<file path="src/rtl/oc_pkg.sv">
package oc_pkg;
  // Delay, in tick pulses, chosen by the captured select bit.
  function automatic int unsigned delay_ticks(input logic sel_short,
                                              input int unsigned short_ticks,
                                              input int unsigned long_ticks);
    return sel_short ? short_ticks : long_ticks;
  endfunction

  // Counter width able to hold every value below the longer delay.
  function automatic int unsigned cnt_width(input int unsigned short_ticks,
                                            input int unsigned long_ticks);
    int unsigned mx;
    mx = (short_ticks > long_ticks) ? short_ticks : long_ticks;
    return (mx < 2) ? 1 : $clog2(mx);
  endfunction
endpackage

</file>
<file path="src/rtl/oc_chan_timer.sv">
module oc_chan_timer #(
  parameter int unsigned SHORT_TICKS = 25,
  parameter int unsigned LONG_TICKS  = 200
) (
  input  logic clk,
  input  logic rst_n,
  input  logic tick,
  input  logic flag,
  input  logic en,
  input  logic sel_short,
  input  logic clr,
  output logic tripped
);
  localparam int unsigned CW = oc_pkg::cnt_width(SHORT_TICKS, LONG_TICKS);

  logic          run_q;
  logic          sel_q;
  logic [CW-1:0] cnt_q;
  logic          trip_q;
  logic          active;
  logic          expire;
  logic [CW-1:0] lim_m1;

  assign active  = en & flag & ~trip_q;
  assign lim_m1  = CW'(oc_pkg::delay_ticks(sel_q, SHORT_TICKS, LONG_TICKS) - 1);
  assign expire  = run_q & active & tick & (cnt_q == lim_m1);
  assign tripped = trip_q;

  always_ff @(posedge clk or negedge rst_n) begin
    if (!rst_n) begin
      run_q  <= 1'b0;
      sel_q  <= 1'b0;
      cnt_q  <= '0;
      trip_q <= 1'b0;
    end else if (clr) begin
      run_q  <= 1'b0;
      cnt_q  <= '0;
      trip_q <= 1'b0;
    end else if (!active) begin
      run_q <= 1'b0;
      cnt_q <= '0;
    end else if (!run_q) begin
      run_q <= 1'b1;
      sel_q <= sel_short;
      cnt_q <= '0;
    end else if (expire) begin
      run_q  <= 1'b0;
      cnt_q  <= '0;
      trip_q <= 1'b1;
    end else if (tick) begin
      cnt_q <= cnt_q + 1'b1;
    end
  end

  AST_TRIP_HOLDS: assert property (@(posedge clk) disable iff (!rst_n)
    trip_q && !clr |=> trip_q);
  AST_SRR_CLEARS: assert property (@(posedge clk) disable iff (!rst_n)
    clr |=> !trip_q);
  AST_TRIP_NEEDS_FLAG: assert property (@(posedge clk) disable iff (!rst_n)
    $rose(trip_q) |-> $past(en && flag && tick));
  AST_SEL_FROZEN: assert property (@(posedge clk) disable iff (!rst_n)
    run_q && $past(run_q) |-> $stable(sel_q));
  AST_CNT_BOUND: assert property (@(posedge clk) disable iff (!rst_n)
    run_q |-> cnt_q <= lim_m1);
endmodule

</file>
<file path="src/rtl/oc_status_merge.sv">
module oc_status_merge #(
  parameter int unsigned N_OUT = 12
) (
  input  logic [N_OUT-1:0] trips,
  output logic [N_OUT-1:0] mask,
  output logic             any_trip
);
  assign mask     = trips;
  assign any_trip = |trips;
endmodule

</file>
<file path="src/rtl/oc_shutdown_bank.sv">
module oc_shutdown_bank #(
  parameter int unsigned N_OUT       = 12,
  parameter int unsigned SHORT_TICKS = 25,
  parameter int unsigned LONG_TICKS  = 200
) (
  input  logic             clk,
  input  logic             rst_n,
  input  logic             tick,
  input  logic [N_OUT-1:0] oc_flag,
  input  logic [N_OUT-1:0] out_en,
  input  logic             dly_short,
  input  logic             commit,
  input  logic             commit_srr,
  output logic [N_OUT-1:0] trip_mask,
  output logic             overload
);
  logic             status_clr;
  logic [N_OUT-1:0] chan_trip;

  assign status_clr = commit & commit_srr;

  for (genvar g = 0; g < N_OUT; g++) begin : g_chan
    oc_chan_timer #(
      .SHORT_TICKS(SHORT_TICKS),
      .LONG_TICKS (LONG_TICKS)
    ) u_timer (
      .clk      (clk),
      .rst_n    (rst_n),
      .tick     (tick),
      .flag     (oc_flag[g]),
      .en       (out_en[g]),
      .sel_short(dly_short),
      .clr      (status_clr),
      .tripped  (chan_trip[g])
    );
  end

  oc_status_merge #(.N_OUT(N_OUT)) u_merge (
    .trips   (chan_trip),
    .mask    (trip_mask),
    .any_trip(overload)
  );

  AST_OVL_MATCH: assert property (@(posedge clk) disable iff (!rst_n)
    overload == (trip_mask != '0));
  AST_CLR_ALL: assert property (@(posedge clk) disable iff (!rst_n)
    commit && commit_srr |=> !overload);
endmodule

</file>
<file path="config.mk">
export PLATFORM = sky130hd
export DESIGN_NAME = oc_shutdown_bank
export DESIGN_NICKNAME = d
export VERILOG_FILES = /design/src/rtl/oc_pkg.sv /design/src/rtl/oc_chan_timer.sv /design/src/rtl/oc_status_merge.sv /design/src/rtl/oc_shutdown_bank.sv
export SDC_FILE = /design/constraint.sdc
export NUM_CORES = 1
export LEC_CHECK = 0
export ABC_CLOCK_PERIOD_IN_PS = 1400
export BUFFER_PORTS_ARGS = -buffer_cell sky130_fd_sc_hd__buf_2
export CORE_AREA = 2 2 151 153
export DETAILED_ROUTE_END_ITERATION = 10
export DIE_AREA = 0 0 153 155
export HOLD_SLACK_MARGIN = 0.03
export PLACE_DENSITY = 0.54
export SLEW_MARGIN = 40
export SYNTH_ARGS = -nofsm -noshare
export SYNTH_HDL_FRONTEND = slang
export SYNTH_HIERARCHICAL = 1
export SYNTH_SLANG_ARGS = --single-unit
</file>
<file path="constraint.sdc">
create_clock -name clk -period 1.4 [get_ports clk]
set_input_delay 0.14 -clock clk [delete_from_list [all_inputs] [get_ports clk]]
set_output_delay 0.14 -clock clk [all_outputs]
set_load 0.1 [all_outputs]
</file>
==> flow_summary.toml, run 1 <==
[status]
outcome = "complete, but fails checks"
violations = "setup timing"

[global_route]
grt_usage_pct = 17.2
antenna_found_initial = 0
grt_pass1_wl_um = 33600
globalRouteOverflowTotal = 0
grt_max_degree = 50
grt_pass1_vias = 6705

[timing]
worst_pin_slew_ps = 481
fin_skew_ps = 7.45
rsz0062_at_grt = "true"
fmax_mhz = 552
slew_headroom_pct = 67.9
worst_slack_ps = -412
slew_viol_final = 0
fin_crit_ps = 1810
setup-violations-final = 111
fin_crit_sh_pct = 129
hold_violations = 0

[synth]
synthAdderAreaFrac_pct = 1.96
synth_cell_type_count = 53
synth_ff_type = "dfrtp_1"
synth_area_leaders = "dfrtp_1 (43%), mux2i_1 (3.9%), nor2_1 (3.8%)"
yosysTopAreaCell = "dfrtp_1"
synth_compound_area_share_pct = 9.90
yosysWarnings = 6
async_reset_ff_share_pct = 100
seq_area_frac_synth_pct = 43.1
synth_top_family_by_area = "simple AND/OR/NAND/NOR gates"
synth.area.mux_share_pct = 5.68
avgSynthCellArea_sq_um = 10.1
ys_seq_elements = 132
synth_area_sq_um = 7660
synth.net_count = 804
netlist.area_leader.share_pct = 43.1
syn-instance-count = 762
synthXorXnorAreaFrac_pct = 1.49
synth_enable_flop_cells = 0
synthSimpleGateAreaFrac_pct = 35.0

[hold_path]
hold_path_class = "input port to flip-flop"

[route]
via_count = 6730
wl_um = 20000
post_drt_wl_per_cell_um = 15.4
viasPerCell = 5.18
route.detailed.drc = 0
drt-initial-drc-count = 316
drtPass1Iterations = 5
drtAntennaViolNets = 0

[setup_path]
rr_worst_depth = 5
worstPathRequired_ps = 1260
reg2reg_to = "g_chan[9].u_timer/cnt_q[3]"
crit_end = "overload"
path_buf_inv = 2
cpPeakStageDelay_ps = 460
r2r_slack_ps = -300
r2r_start = "g_chan[9].u_timer/sel_q"
cp.depth = 4
cpMaxStageDelayCell = "dfrtp_2"
cp-startpoint = "g_chan[0].u_timer/tripped"
worstPathCellList = "nor4_4 -> buf_4 -> nand3_2 -> buf_6"
arrival_ps = 1670
crit_family = "flip-flops"
critical_path_class = "flip-flop to output port"
crit_path_start_kind = "flip-flop"
endpoint_kind = "output port"
crit_fanout = 2

[power]
vdd_ir_drop_max_mv = 0.664
cellLeakagePower_nw = 4.96
power_density_nw_per_um2 = 850
p_total_mw = 9.55

[layout]
syn_to_final_growth_pct = 46.7
multi_input_area_sq_um = 4860
drive_above_1_share_pct = 43.0
fin_area_sq_um = 11200
nets = 1045
regArea_sq_um = 3300
antennaDiodeCount = 0
final_common_cell = "buf_4"
nFillCells = 2042
final_cell_mix = "buf_4 (176), dfrtp_1 (131), nand2_1 (73)"

[cts]
cts_tree = "yes"
clockRootBuffer = "clkbuf_16"
cts_sinks = 132
clk_latency_ps = 420
path_clk_slew_ps = 60
htreeDepth = 4
cts_buffers = 17
clockBufferDepth = 2

[placed_design]
gp_congestion = 0.801
dp_hpwl_um = 13000
placed_area_sq_um = 9660
io_buffers = 42

[floorplanning]
start_util_pct = 34.5
fp-row-count = 55
die_w_um = 153
io-pin-count = 43
core_sq_um = 22200
die_area_sq_um = 23700
die_h_um = 155

[job]
drv_cap = 0
[worst min-delay path: cells and delay by family]
kind	cells	cell delay, ps
buffers and inverters	1	110
and+or+nand+nor	3	240
[timing repair]
item | in CTS | in global routing
setup buffers | 8 | 7
resized for setup | 108 | 63
gates cloned | 1 | 0
hold endpoints to repair | 132 | 0
pin swaps | 45 | 26
setup endpoints to repair | 118 | 119
hold buffers | 1 | 0
[how the worst min path moves through the flow]
stage / startpoint / to / slack (ps) / cells past startpoint
final: oc_flag[2] / g_chan[2].u_timer/run_q / 120 / 4
after global routing: oc_flag[2] / g_chan[2].u_timer/run_q / 120 / 4
after CTS: out_en[8] / g_chan[8].u_timer/tripped / 80 / 4
after detailed placement: rst_n / g_chan[8].u_timer/cnt_q[6] / -3 / 1
after global placement: rst_n / g_chan[8].u_timer/cnt_q[6] / -5 / 1
after floorplan: rst_n / g_chan[0].u_timer/cnt_q[0] / -160 / 0
[through the flow]
stage	TNS (ps)	utilization, %	hold slack (ps)	setup slack, ps	instances
2_1_floorplan	-1300	-	-156	-85.4	762
3_3_place_gp	-5870	43.4	-4.58	-345	1253
3_5_place_dp	-7570	43.4	-3.25	-357	1253
4_1_cts	-7740	49.0	84.2	-422	1294
5_1_grt	-18000	50.6	116	-454	1300
6_report	-9040	50.6	115	-412	1300
[cell usage after synthesis, types with 3 or more instances]
cell and number:
a211oi_4 10, a21oi_1 26, a31oi_1 3, and2_1 3, and3_1 31, and4_1 10, buf_4 12, clkbuf_1 10
dfrtp_1 132, ha_1 12, inv_1 17, mux2_2 12, mux2i_1 30, nand2_1 74, nand2b_1 21, nand3_1 20
nand3b_1 24, nand3b_2 10, nand3b_4 10, nand4_1 23, nor2_1 78, nor2b_1 12, nor3_1 16, nor3b_1 10
nor4_1 43, nor4b_2 10, nor4bb_1 10, o21a_1 11, o21ai_0 5, o21bai_1 10, o22ai_1 10, o31ai_1 10
or3b_1 10, xor2_1 11
[state kept, by name, summed over array words and instances, names as in the netlist]
name	flops
g_chan.u_timer/tripped	12
g_chan.u_timer/sel_q	12
g_chan.u_timer/cnt_q	96
g_chan.u_timer/run_q	12
[kinds of logic (layout without fill, tap and decap cells)]
logic type,after synthesis,in the layout
buf+inv,42,294
mux,42,42
flops,132,132
simple gates,426,426
xor+xnor,13,13
compound gates,95,96
fa+ha+maj,12,12
[routing by layer]
metal | part of all wire, % | global-route usage, % | up-vias
li1 | - | - | 3306
met3 | 2.6 | 3.79 | 15
met5 | 0 | 0 | -
met4 | 0.88 | 3.66 | 0
met2 | 50 | 28.9 | 77
met1 | 47 | 23.0 | 3332
[where the power goes]
| group | leakage, nW | switching [mW] | internal [mW] |
|---|---|---|---|
| Sequential | 1.81 | 0.0988 | 3.91 |
| Clock | 0.292 | 1.67 | 3.06 |
| Combinational | 2.86 | 0.406 | 0.399 |
[layout make-up]
| type | instances | share of cell area (%) |
|---|---|---|
| clock buffer | 22 | 4.13 |
| inverter | 17 | 0.568 |
| tap | 285 | 3.17 |
| sequential | 132 | 29.4 |
| timing repair buffer | 246 | 18.1 |
| clock inverter | 9 | 1.36 |
| multi-input combinational | 589 | 43.3 |
Note: power is estimated with default switching activity, not from simulation.
==> inputs of run 2 (changes only) <==
--- a/config.mk
+++ b/config.mk
@@ -5,11 +5,13 @@
 export SDC_FILE = /design/constraint.sdc
 export NUM_CORES = 1
 export LEC_CHECK = 0
+export ABC_AREA = 1
 export ABC_CLOCK_PERIOD_IN_PS = 1400
 export BUFFER_PORTS_ARGS = -buffer_cell sky130_fd_sc_hd__buf_2
-export CORE_AREA = 2 2 151 153
+export CAP_MARGIN = 20
+export CORE_AREA = 2 2 160 162
 export DETAILED_ROUTE_END_ITERATION = 10
-export DIE_AREA = 0 0 153 155
+export DIE_AREA = 0 0 162 164
 export HOLD_SLACK_MARGIN = 0.03
 export PLACE_DENSITY = 0.54
 export SLEW_MARGIN = 40
==> run 2 against run 1 <==
Compared with the run above:
- the flow still finishes with violations (setup timing)
- synthesized cell count up 65%
- maximum frequency up 11%
- combinational power down 7.1%
- clock power down 14%
- critical path depth unchanged
- clock skew about the same
- total power down 7.8%
- utilization down 7.2 points
- setup slack better by 180 ps
- flip-flop and latch count unchanged
- first-iteration DRC count up 49%
- global-route usage down 0.33 points
- largest power group unchanged
==> flow_summary.toml, run 2 <==
[setup_path]
crit_family = "simple AND/OR/NAND/NOR gates"
endpoint_kind = "output port"
arrival_ps = 1490
worstPathCellList = "nor2_1 -> and2_0 -> nand2_4 -> buf_12"
cpPeakStageDelay_ps = 450
cpMaxStageDelayCell = "dfrtp_2"
cp-startpoint = "g_chan[3].u_timer/tripped"
critical_path_class = "flip-flop to output port"
worstPathRequired_ps = 1260
crit_fanout = 3
crit_path_start_kind = "flip-flop"
path_buf_inv = 1
r2r_start = "g_chan[4].u_timer/tripped"

[status]
outcome = "complete, but fails checks"
violations = "setup timing"

[placed_design]
placed_area_sq_um = 9670
io_buffers = 42
dp_hpwl_um = 14800
pre_cts_slack_ps = -53.9
gp_congestion = 0.811

[timing]
setup-violations-final = 21
fin_skew_ps = 7.42
fin_tns_setup_ps = -940
fin_crit_sh_pct = 117
rsz0062_at_grt = "true"
fin_crit_ps = 1630
timing.hold.ws_ps = 94.1
worst_slack_ps = -235
fmax_mhz = 612
slew_viol_final = 0
hold_violations = 0
worst_pin_slew_ps = 394
slew_headroom_pct = 73.7

[synth]
yosysMostFrequentCell = "nand2_1"
ys_seq_elements = 132
synth_enable_flop_cells = 0
seq_area_frac_synth_pct = 38.5
synth_area_sq_um = 8590
synth_cell_type_count = 28
avgSynthCellArea_sq_um = 6.82
syn-instance-count = 1258
synth.net_count = 1300
synth_ff_type = "dfrtp_1"
yosysTopAreaCell = "dfrtp_1"
netlist.area_leader.share_pct = 38.5
synthTopCellsByCount = "nand2_1 (360), nor2_1 (261), nand3_1 (174)"
async_reset_ff_share_pct = 100
yosysWarnings = 6
synth_area_leaders = "dfrtp_1 (38%), nand2_1 (16%), nor2_1 (11%)"

[cts]
htreeDepth = 4
clk_latency_ps = 420
clockBufferDepth = 2
clockRootBuffer = "clkbuf_16"
path_clk_slew_ps = 60
cts_tree = "yes"
cts_sinks = 132
cts_buffers = 17

[layout]
largest_register = "g_chan.u_timer/cnt_q"
drive_above_1_share_pct = 25.0
antennaDiodeCount = 0
syn_to_final_growth_pct = 25.3
largest_reg_flops = 96
final_cell_mix = "nand2_1 (355), nor2_1 (219), nand3_1 (148)"
nFillCells = 2590
final_common_cell = "nand2_1"
nets = 1409
fin_area_sq_um = 10800

[route]
via_count = 8100
post_drt_wl_per_cell_um = 12.6
wl_um = 21500
drtAntennaViolNets = 0
viasPerCell = 4.74
route.detailed.drc = 0
drtPass1Iterations = 5
drt-initial-drc-count = 472

[floorplanning]
fp-row-count = 58
die_area_sq_um = 26600
die_w_um = 162
start_util_pct = 34.6
io-pin-count = 43
die_h_um = 164
core_sq_um = 24800

[power]
vdd_ir_drop_max_mv = 0.647
p_total_mw = 8.80
power_density_nw_per_um2 = 818
cellLeakagePower_nw = 5.11

[global_route]
globalRouteOverflowTotal = 0
grt_pass1_vias = 7805
antenna_found_initial = 0
grt_usage_pct = 16.9
grt_pass1_wl_um = 36900
grt_max_degree = 47

[hold_path]
min-delay-start = "oc_flag[4]"
hold_path_class = "input port to flip-flop"

[job]
drv_cap = 0
## run 2: through the flow
| stage | util (%) | std cells |
|---|---|---|
| finish | 43.3 | 1708 |
| global route | 43.3 | 1708 |
| CTS | 41.5 | 1684 |
| detailed placement | 39.0 | 1650 |
| global placement | 39.0 | 1650 |
| floorplan | - | 1258 |
## run 2: where the power goes
| group | switching, mW | internal [mW] |
|---|---|---|
| sequential | 0.0528 | 3.91 |
| clock | 1.62 | 2.46 |
| combinational | 0.518 | 0.230 |
## run 2: kinds of logic after synthesis
kind of cell             after synthesis  share of synthesized area, %
AND/OR/NAND/NOR                      890                          46.5
flip-flops                           132                          38.5
buffers and inverters                141                          6.91
adder cells (fa/ha/maj)               12                          1.75
XOR/XNOR                              22                          2.24
AO/OA/AOI/OAI                         61                          4.12
## run 2: what timing repair did
item,in CTS,in global routing
endpoints found under the setup margin,15,97
pin swaps,3,61
hold buffers,3,0
hold endpoints to repair,133,0
gates cloned,0,6
setup buffers,1,19
gates resized for setup,18,98
## run 2: worst paths after layout
check / slack, ps / end / depth (start not counted)
worst max register to register: -60 / g_chan[4].u_timer/cnt_q[6] / 8
worst max-delay path: -230 / overload / 4
max in group asynchronous: 740 / g_chan[11].u_timer/tripped / 3
worst min-delay path: 90 / g_chan[4].u_timer/run_q / 5
worst min register to register: 520 / g_chan[1].u_timer/cnt_q[1] / 2
min in group asynchronous: 130 / g_chan[7].u_timer/cnt_q[7] / 2
## run 2: final cells by class
| type | count | area, sq um | share of cell area, % |
|---|---|---|---|
| Timing Repair Buffer | 98 | 871 | 8.09 |
| Clock inverter | 5 | 25.0 | 0.233 |
| Sequential cell | 132 | 3320 | 30.8 |
| Multi-Input combinational cell | 991 | 5120 | 47.6 |
| Clock buffer | 25 | 505 | 4.70 |
| Tap cell | 330 | 413 | 3.84 |
| Inverter | 127 | 504 | 4.69 |
## run 2: routing by layer
metal | up-vias | share of wire, % | GRT usage, %
met5 | - | 0 | 0
met4 | 0 | 1.7 | 5.55
met3 | 22 | 2.5 | 2.53
met2 | 95 | 47 | 27.9
met1 | 3768 | 49 | 22.8
li1 | 4215 | - | -
## run 2: worst register-to-register path, cell delays in order (launching register included)
cell and delay [ps]:
dfrtp_1 380, buf_4 150, inv_4 50, nand4_1 250, nor2_2 260, nand2_1 70
nor2_1 80, nand3_1 80, nand2_1 70
